===== config.mk =====
export PLATFORM = sky130hd
export DESIGN_NAME = mcpwm_timer
export DESIGN_NICKNAME = d
export VERILOG_FILES = /design/src/rtl/mcpwm_pkg.sv /design/src/rtl/mcpwm_prescaler.sv /design/src/rtl/mcpwm_counter.sv /design/src/rtl/mcpwm_channel.sv /design/src/rtl/mcpwm_timer.sv
export SDC_FILE = /design/constraint.sdc
export NUM_CORES = 1
export LEC_CHECK = 0
export BUFFER_PORTS_ARGS = -buffer_cell sky130_fd_sc_hd__buf_2
export CAP_MARGIN = 20
export CORE_ASPECT_RATIO = 0.7
export CORE_MARGIN = 8
export CORE_UTILIZATION = 54
export CTS_CLUSTER_SIZE = 8
export DETAILED_ROUTE_END_ITERATION = 7
export GPL_TIMING_DRIVEN = 0
export PLACE_DENSITY = 0.81
export SLEW_MARGIN = 0
export SYNTH_ARGS = -nofsm -noshare
export SYNTH_HDL_FRONTEND = slang
export SYNTH_HIERARCHICAL = 1
export SYNTH_SLANG_ARGS = --single-unit

===== constraint.sdc =====
create_clock -name clk -period 2.5 [get_ports clk]
set_input_delay 0.5 -clock clk [delete_from_list [all_inputs] [get_ports clk]]
set_output_delay 0.5 -clock clk [all_outputs]
set_load 0.005 [all_outputs]

===== src/rtl/mcpwm_pkg.sv =====
package mcpwm_pkg;

  localparam int CNT_W = 16;
  localparam int PS_W  = 3;
  localparam int DIV_W = (1 << PS_W) - 1;

  localparam int ADR_CTRL   = 'h10;
  localparam int ADR_CNT    = 'h14;
  localparam int ADR_MOD    = 'h18;
  localparam int ADR_CH0    = 'h20;
  localparam int CH_STRIDE  = 8;
  localparam int CH_VAL_OFS = 4;

  typedef enum logic [1:0] {
    CLK_STOP = 2'b00,
    CLK_RUN  = 2'b01,
    CLK_RSV2 = 2'b10,
    CLK_RSV3 = 2'b11
  } clk_mode_e;

  typedef enum logic [1:0] {
    SENSE_NONE = 2'b00,
    SENSE_LOW  = 2'b01,
    SENSE_HIGH = 2'b10,
    SENSE_RSV  = 2'b11
  } sense_e;

  localparam logic [1:0] MODE_EDGE = 2'b10;

  typedef struct packed {
    logic [1:0] mode;
    sense_e     sense;
  } ch_ctrl_t;

  typedef struct packed {
    clk_mode_e       clk_mode;
    logic [PS_W-1:0] ps_code;
  } tmr_ctrl_t;

  // low k bits set: the divider must show all ones there for a tick
  function automatic logic [DIV_W-1:0] ps_mask(input logic [PS_W-1:0] code);
    return (DIV_W'(1) << code) - DIV_W'(1);
  endfunction

  function automatic logic ch_active(input ch_ctrl_t c);
    return (c.mode == MODE_EDGE) && (c.sense == SENSE_HIGH || c.sense == SENSE_LOW);
  endfunction

  function automatic logic ch_level(input ch_ctrl_t c, input logic [CNT_W-1:0] cnt,
                                    input logic [CNT_W-1:0] cv);
    logic below;
    below = (cnt < cv);
    if (!ch_active(c)) return 1'b0;
    return (c.sense == SENSE_HIGH) ? below : !below;
  endfunction

endpackage


===== src/rtl/mcpwm_prescaler.sv =====
module mcpwm_prescaler
  import mcpwm_pkg::*;
(
  input  logic            clk,
  input  logic            rst_n,
  input  logic            run,
  input  logic [PS_W-1:0] code,
  output logic            tick
);

  logic [DIV_W-1:0] div_q;
  logic [DIV_W-1:0] mask;

  assign mask = ps_mask(code);
  assign tick = run && ((div_q & mask) == mask);

  always_ff @(posedge clk or negedge rst_n) begin
    if (!rst_n)    div_q <= '0;
    else if (!run) div_q <= '0;
    else           div_q <= div_q + DIV_W'(1);
  end

endmodule


===== src/rtl/mcpwm_counter.sv =====
module mcpwm_counter
  import mcpwm_pkg::*;
(
  input  logic             clk,
  input  logic             rst_n,
  input  logic             run,
  input  logic             tick,
  input  logic             clr,
  input  logic [CNT_W-1:0] mod_pend,
  output logic [CNT_W-1:0] cnt,
  output logic [CNT_W-1:0] mod_act,
  output logic             wrap,
  output logic             load
);

  logic [CNT_W-1:0] cnt_q;
  logic [CNT_W-1:0] mod_q;

  // >= also covers a count left above a modulo shrunk while stopped
  assign wrap    = run && tick && (cnt_q >= mod_q);
  assign load    = !run || wrap;
  assign cnt     = cnt_q;
  assign mod_act = mod_q;

  always_ff @(posedge clk or negedge rst_n) begin
    if (!rst_n) begin
      cnt_q <= '0;
      mod_q <= '0;
    end else begin
      if (clr)              cnt_q <= '0;
      else if (run && tick) cnt_q <= wrap ? '0 : cnt_q + CNT_W'(1);
      if (load)             mod_q <= mod_pend;
    end
  end

endmodule


===== src/rtl/mcpwm_channel.sv =====
module mcpwm_channel
  import mcpwm_pkg::*;
(
  input  logic             clk,
  input  logic             rst_n,
  input  logic             load,
  input  logic [CNT_W-1:0] cv_pend,
  input  ch_ctrl_t         ctrl,
  input  logic [CNT_W-1:0] cnt,
  output logic [CNT_W-1:0] cv_act,
  output logic             en,
  output logic             hi,
  output logic             pwm
);

  logic [CNT_W-1:0] cv_q;

  always_ff @(posedge clk or negedge rst_n) begin
    if (!rst_n)    cv_q <= '0;
    else if (load) cv_q <= cv_pend;
  end

  assign cv_act = cv_q;
  assign en     = ch_active(ctrl);
  assign hi     = (ctrl.sense == SENSE_HIGH);
  assign pwm    = ch_level(ctrl, cnt, cv_q);

endmodule


===== src/rtl/mcpwm_timer.sv =====
module mcpwm_timer
  import mcpwm_pkg::*;
#(
  parameter int NUM_CH = 2,
  parameter int AW     = 8,
  parameter int DW     = 32
) (
  input  logic              clk,
  input  logic              rst_n,
  input  logic [AW-1:0]     bus_addr,
  input  logic              bus_wen,
  input  logic [DW-1:0]     bus_wdata,
  output logic [DW-1:0]     bus_rdata,
  output logic [NUM_CH-1:0] pwm_out
);

  localparam int CTRL_W = 2 + PS_W;

  tmr_ctrl_t                          ctrl_q;
  logic [CNT_W-1:0]                   mod_pend_q;
  ch_ctrl_t [NUM_CH-1:0]              ch_ctrl_q;
  logic [NUM_CH-1:0][CNT_W-1:0]       cv_pend_q;
  logic [NUM_CH-1:0][CNT_W-1:0]       cv_act;
  logic [NUM_CH-1:0]                  ch_en;
  logic [NUM_CH-1:0]                  ch_hi;

  // named internal events, also watched by the checker
  logic             run;
  logic             tick;
  logic             wrap;
  logic             load;
  logic             cnt_wr;
  logic [CNT_W-1:0] cnt;
  logic [CNT_W-1:0] mod_act;
  logic [DW-1:0]    rdata;
  logic             unused_wbits;

  function automatic logic [AW-1:0] ch_adr(input int idx, input logic vsel);
    return AW'(ADR_CH0 + CH_STRIDE * idx + (vsel ? CH_VAL_OFS : 0));
  endfunction

  assign run          = (ctrl_q.clk_mode == CLK_RUN);
  assign cnt_wr       = bus_wen && (bus_addr == AW'(ADR_CNT));
  assign unused_wbits = ^bus_wdata[DW-1:CNT_W];

  always_ff @(posedge clk or negedge rst_n) begin
    if (!rst_n) begin
      ctrl_q     <= '0;
      mod_pend_q <= '0;
    end else if (bus_wen) begin
      if (bus_addr == AW'(ADR_CTRL)) begin
        ctrl_q.clk_mode <= clk_mode_e'(bus_wdata[4:3]);
        ctrl_q.ps_code  <= bus_wdata[PS_W-1:0];
      end
      if (bus_addr == AW'(ADR_MOD)) mod_pend_q <= bus_wdata[CNT_W-1:0];
    end
  end

  mcpwm_prescaler u_ps (
    .clk   (clk),
    .rst_n (rst_n),
    .run   (run),
    .code  (ctrl_q.ps_code),
    .tick  (tick)
  );

  mcpwm_counter u_cnt (
    .clk      (clk),
    .rst_n    (rst_n),
    .run      (run),
    .tick     (tick),
    .clr      (cnt_wr),
    .mod_pend (mod_pend_q),
    .cnt      (cnt),
    .mod_act  (mod_act),
    .wrap     (wrap),
    .load     (load)
  );

  for (genvar g = 0; g < NUM_CH; g++) begin : g_ch
    always_ff @(posedge clk or negedge rst_n) begin
      if (!rst_n) begin
        ch_ctrl_q[g] <= '0;
        cv_pend_q[g] <= '0;
      end else if (bus_wen) begin
        if (bus_addr == ch_adr(g, 1'b0)) begin
          ch_ctrl_q[g].mode  <= bus_wdata[5:4];
          ch_ctrl_q[g].sense <= sense_e'(bus_wdata[3:2]);
        end
        if (bus_addr == ch_adr(g, 1'b1)) cv_pend_q[g] <= bus_wdata[CNT_W-1:0];
      end
    end

    mcpwm_channel u_ch (
      .clk     (clk),
      .rst_n   (rst_n),
      .load    (load),
      .cv_pend (cv_pend_q[g]),
      .ctrl    (ch_ctrl_q[g]),
      .cnt     (cnt),
      .cv_act  (cv_act[g]),
      .en      (ch_en[g]),
      .hi      (ch_hi[g]),
      .pwm     (pwm_out[g])
    );
  end

  always_comb begin
    rdata = '0;
    if (bus_addr == AW'(ADR_CTRL)) rdata = DW'(CTRL_W'({ctrl_q.clk_mode, ctrl_q.ps_code}));
    if (bus_addr == AW'(ADR_CNT))  rdata = DW'(cnt);
    if (bus_addr == AW'(ADR_MOD))  rdata = DW'(mod_pend_q);
    for (int i = 0; i < NUM_CH; i++) begin
      if (bus_addr == ch_adr(i, 1'b0)) rdata = DW'({ch_ctrl_q[i], 2'b00});
      if (bus_addr == ch_adr(i, 1'b1)) rdata = DW'(cv_pend_q[i]);
    end
  end

  assign bus_rdata = rdata;

endmodule


==> results.cfg <==
[power]
p_leak_nw = 4.60
power_density_nw_per_um2 = 569
peakVddDrop_uv = 536

[global_route]
antenna_found_initial = 0
grt_pass1_vias = 6557
grt_pass1_wl_mm = 36.0
grt_max_degree = 89
overflow = 0
track_usage_pct = 26.0

[clock_tree]
ctsHtreeMaxLevel = 4
cts_tree = done
cts_hold_buf = 0
clk_path_buf_depth = 2
clkLatencyLatePin_ns = 0.43
path_clk_slew_ns = 0.06
cts_root_buf = clkbuf_16
clock_sinks = 132
cts_made_buffers = 17

[layout]
regArea_um2 = 3320
layout.cells.non_filler = 1032
final_util_pct = 72.9
area_delta_synth_final_pct = 33.0
n_fill_cell = 832
fin_area_um2 = 10000
drive_gt1_share_pct = 44.1
multiInputGateArea_um2 = 4390
diodes = 0
nets = 922

[outcome]
status = complete, but fails checks
violations = negative hold slack, negative setup slack

[sta]
drv_slew = 0
clock.fmax_mhz = 327
finalSetupViolations = 68
tns_ns = -19.53
rsz0062_at_grt = true
post-route-min-period_ns = 3.05
finalHoldViolations = 2
setup_ws_ns = -0.555
finClkSkew_ns = 0.00789
max_slew.worst_pin.slew_ns = 0.766
post-route-period-util_pct = 122
hold_ws_ns = -0.00634
slew_headroom_pct = 48.9

[synth]
synth_cells = 693
syn_area_per_cell_um2 = 10.9
synth.cell_area_um2 = 7560
yosys_warnings = 6

[critical_path]
critPathLaunch = u_cnt/cnt[7]
start_kind = flip-flop
endpoint_kind = output pin
critPathArrivalTime_ns = 2.55
r2r_slack_ns = -0.37
cp.required_ns = 2.00
r2r-start = u_cnt/cnt[13]
worstPathMaxFanout = 8
r2r_end = g_ch[1].u_ch/cv_act[2]
critPathKind = flip-flop to output pin
reg2reg_depth = 15

[detailed_routing]
viasPerCell = 6.49
drtIter0Drc = 773
routed_wl_mm = 26.0
wire_per_inst_um = 25.1
via_count = 6696
drc = 0
drtAntennaViolNets = 0
dr.pass1.iters = 8

[floorplanning]
die_y_um = 115
start_util_pct = 54.8
rows = 36
fp.dieW_um = 157
core_um2 = 13800
num_io_pins = 77
die_area_um2 = 18100

[placement]
post_dp_cell_area_um2 = 8100
gp_congestion = 0.915
hpwl_mm = 13.7
place_inst = 942
port_buffers = 43

[run]
drv_cap = 0

[hold_path]
hold_class = input port to asynchronous set/reset pin
-- placed cells by master (no fill, tap or decap), drive strengths merged, types with 3 or more instances in the layout --
master	instances
and4	3
a21oi	21
a31oi	4
o31ai	3
nand4	9
mux2i	28
nor2b	8
a21o	7
clkbuf	29
and2	11
mux2	81
nand3	19
o211ai	5
nor4	5
nand2b	3
and3	9
nor2	16
nor3	3
buf	131
o22ai	13
ha	50
a2111oi	3
conb	16
clkinvlp	6
o21ai	51
nand2	60
inv	62
a22oi	11
a211oi	5
clkinv	6
dfrtp	132
or4	3
-- final cells by class --
type                       count  area share, %
multi-input combinational    474           43.7
sequential                   132           33.0
timing repair buffer         104           8.73
clock buffer                  17           4.23
buffer                        39           4.05
tap                          190           2.37
inverter                      61           2.28
clock inverter                15           1.58
-- worst max path at each step --
| stage | endpoint | cells past startpoint |
|---|---|---|
| after global routing | pwm_out[1] | 7 |
| after global placement | u_cnt/mod_act[11] | 1 |
| final | pwm_out[1] | 6 |
| after floorplan | g_ch[0].u_ch/cv_act[15] | 10 |
| after detailed placement | g_ch[1].u_ch/cv_act[7] | 10 |
| after CTS | pwm_out[1] | 7 |
-- state kept, by name, indices dropped and copies added, names as in the netlist --
name / flops
g_ch.u_ch/cv_act: 32
u_cnt/cnt: 16
u_cnt/mod_act: 16
ctrl_q: 5
mod_pend_q: 16
u_ps/div_q: 7
ch_ctrl_q: 8
cv_pend_q: 32
-- routing by layer --
metal	vias to the layer above	GRT usage, %	share of wire, %
met5	-	0	0
met4	0	13.3	5.4
met3	146	5.90	9.3
met2	486	41.3	47
met1	3341	33.1	38
li1	2723	-	-
-- power by group --
group | internal (mW) | switching [mW]
logic | 0.406 | 0.462
registers | 2.24 | 0.108
clock network | 1.47 | 1.03
-- timing repair --
action,in CTS,in global routing
setup buffers,41,16
endpoints found under the hold margin,0,0
resized for setup,154,75
pin swaps,17,16
gates cloned,5,5
endpoints found under the setup margin,82,82
-- critical path, stage by stage (launching register included) --
cell      delay [ns]
dfrtp_1         0.64
ha_1            0.35
o211ai_1        0.12
a31oi_1         0.16
or4_1           0.55
and3_4          0.20
buf_6           0.11
-- through the flow --
stage	setup slack (ns)	hold slack (ns)	power [mW]
after floorplan	0.0182	0.204	2.72
after global placement	-0.821	0.484	2.90
after detailed placement	-0.657	0.453	2.93
after CTS	-0.443	0.00101	5.50
after global routing	-0.571	0.0310	5.86
final	-0.555	-0.00634	5.72
Power figures use the tool's default switching activity.
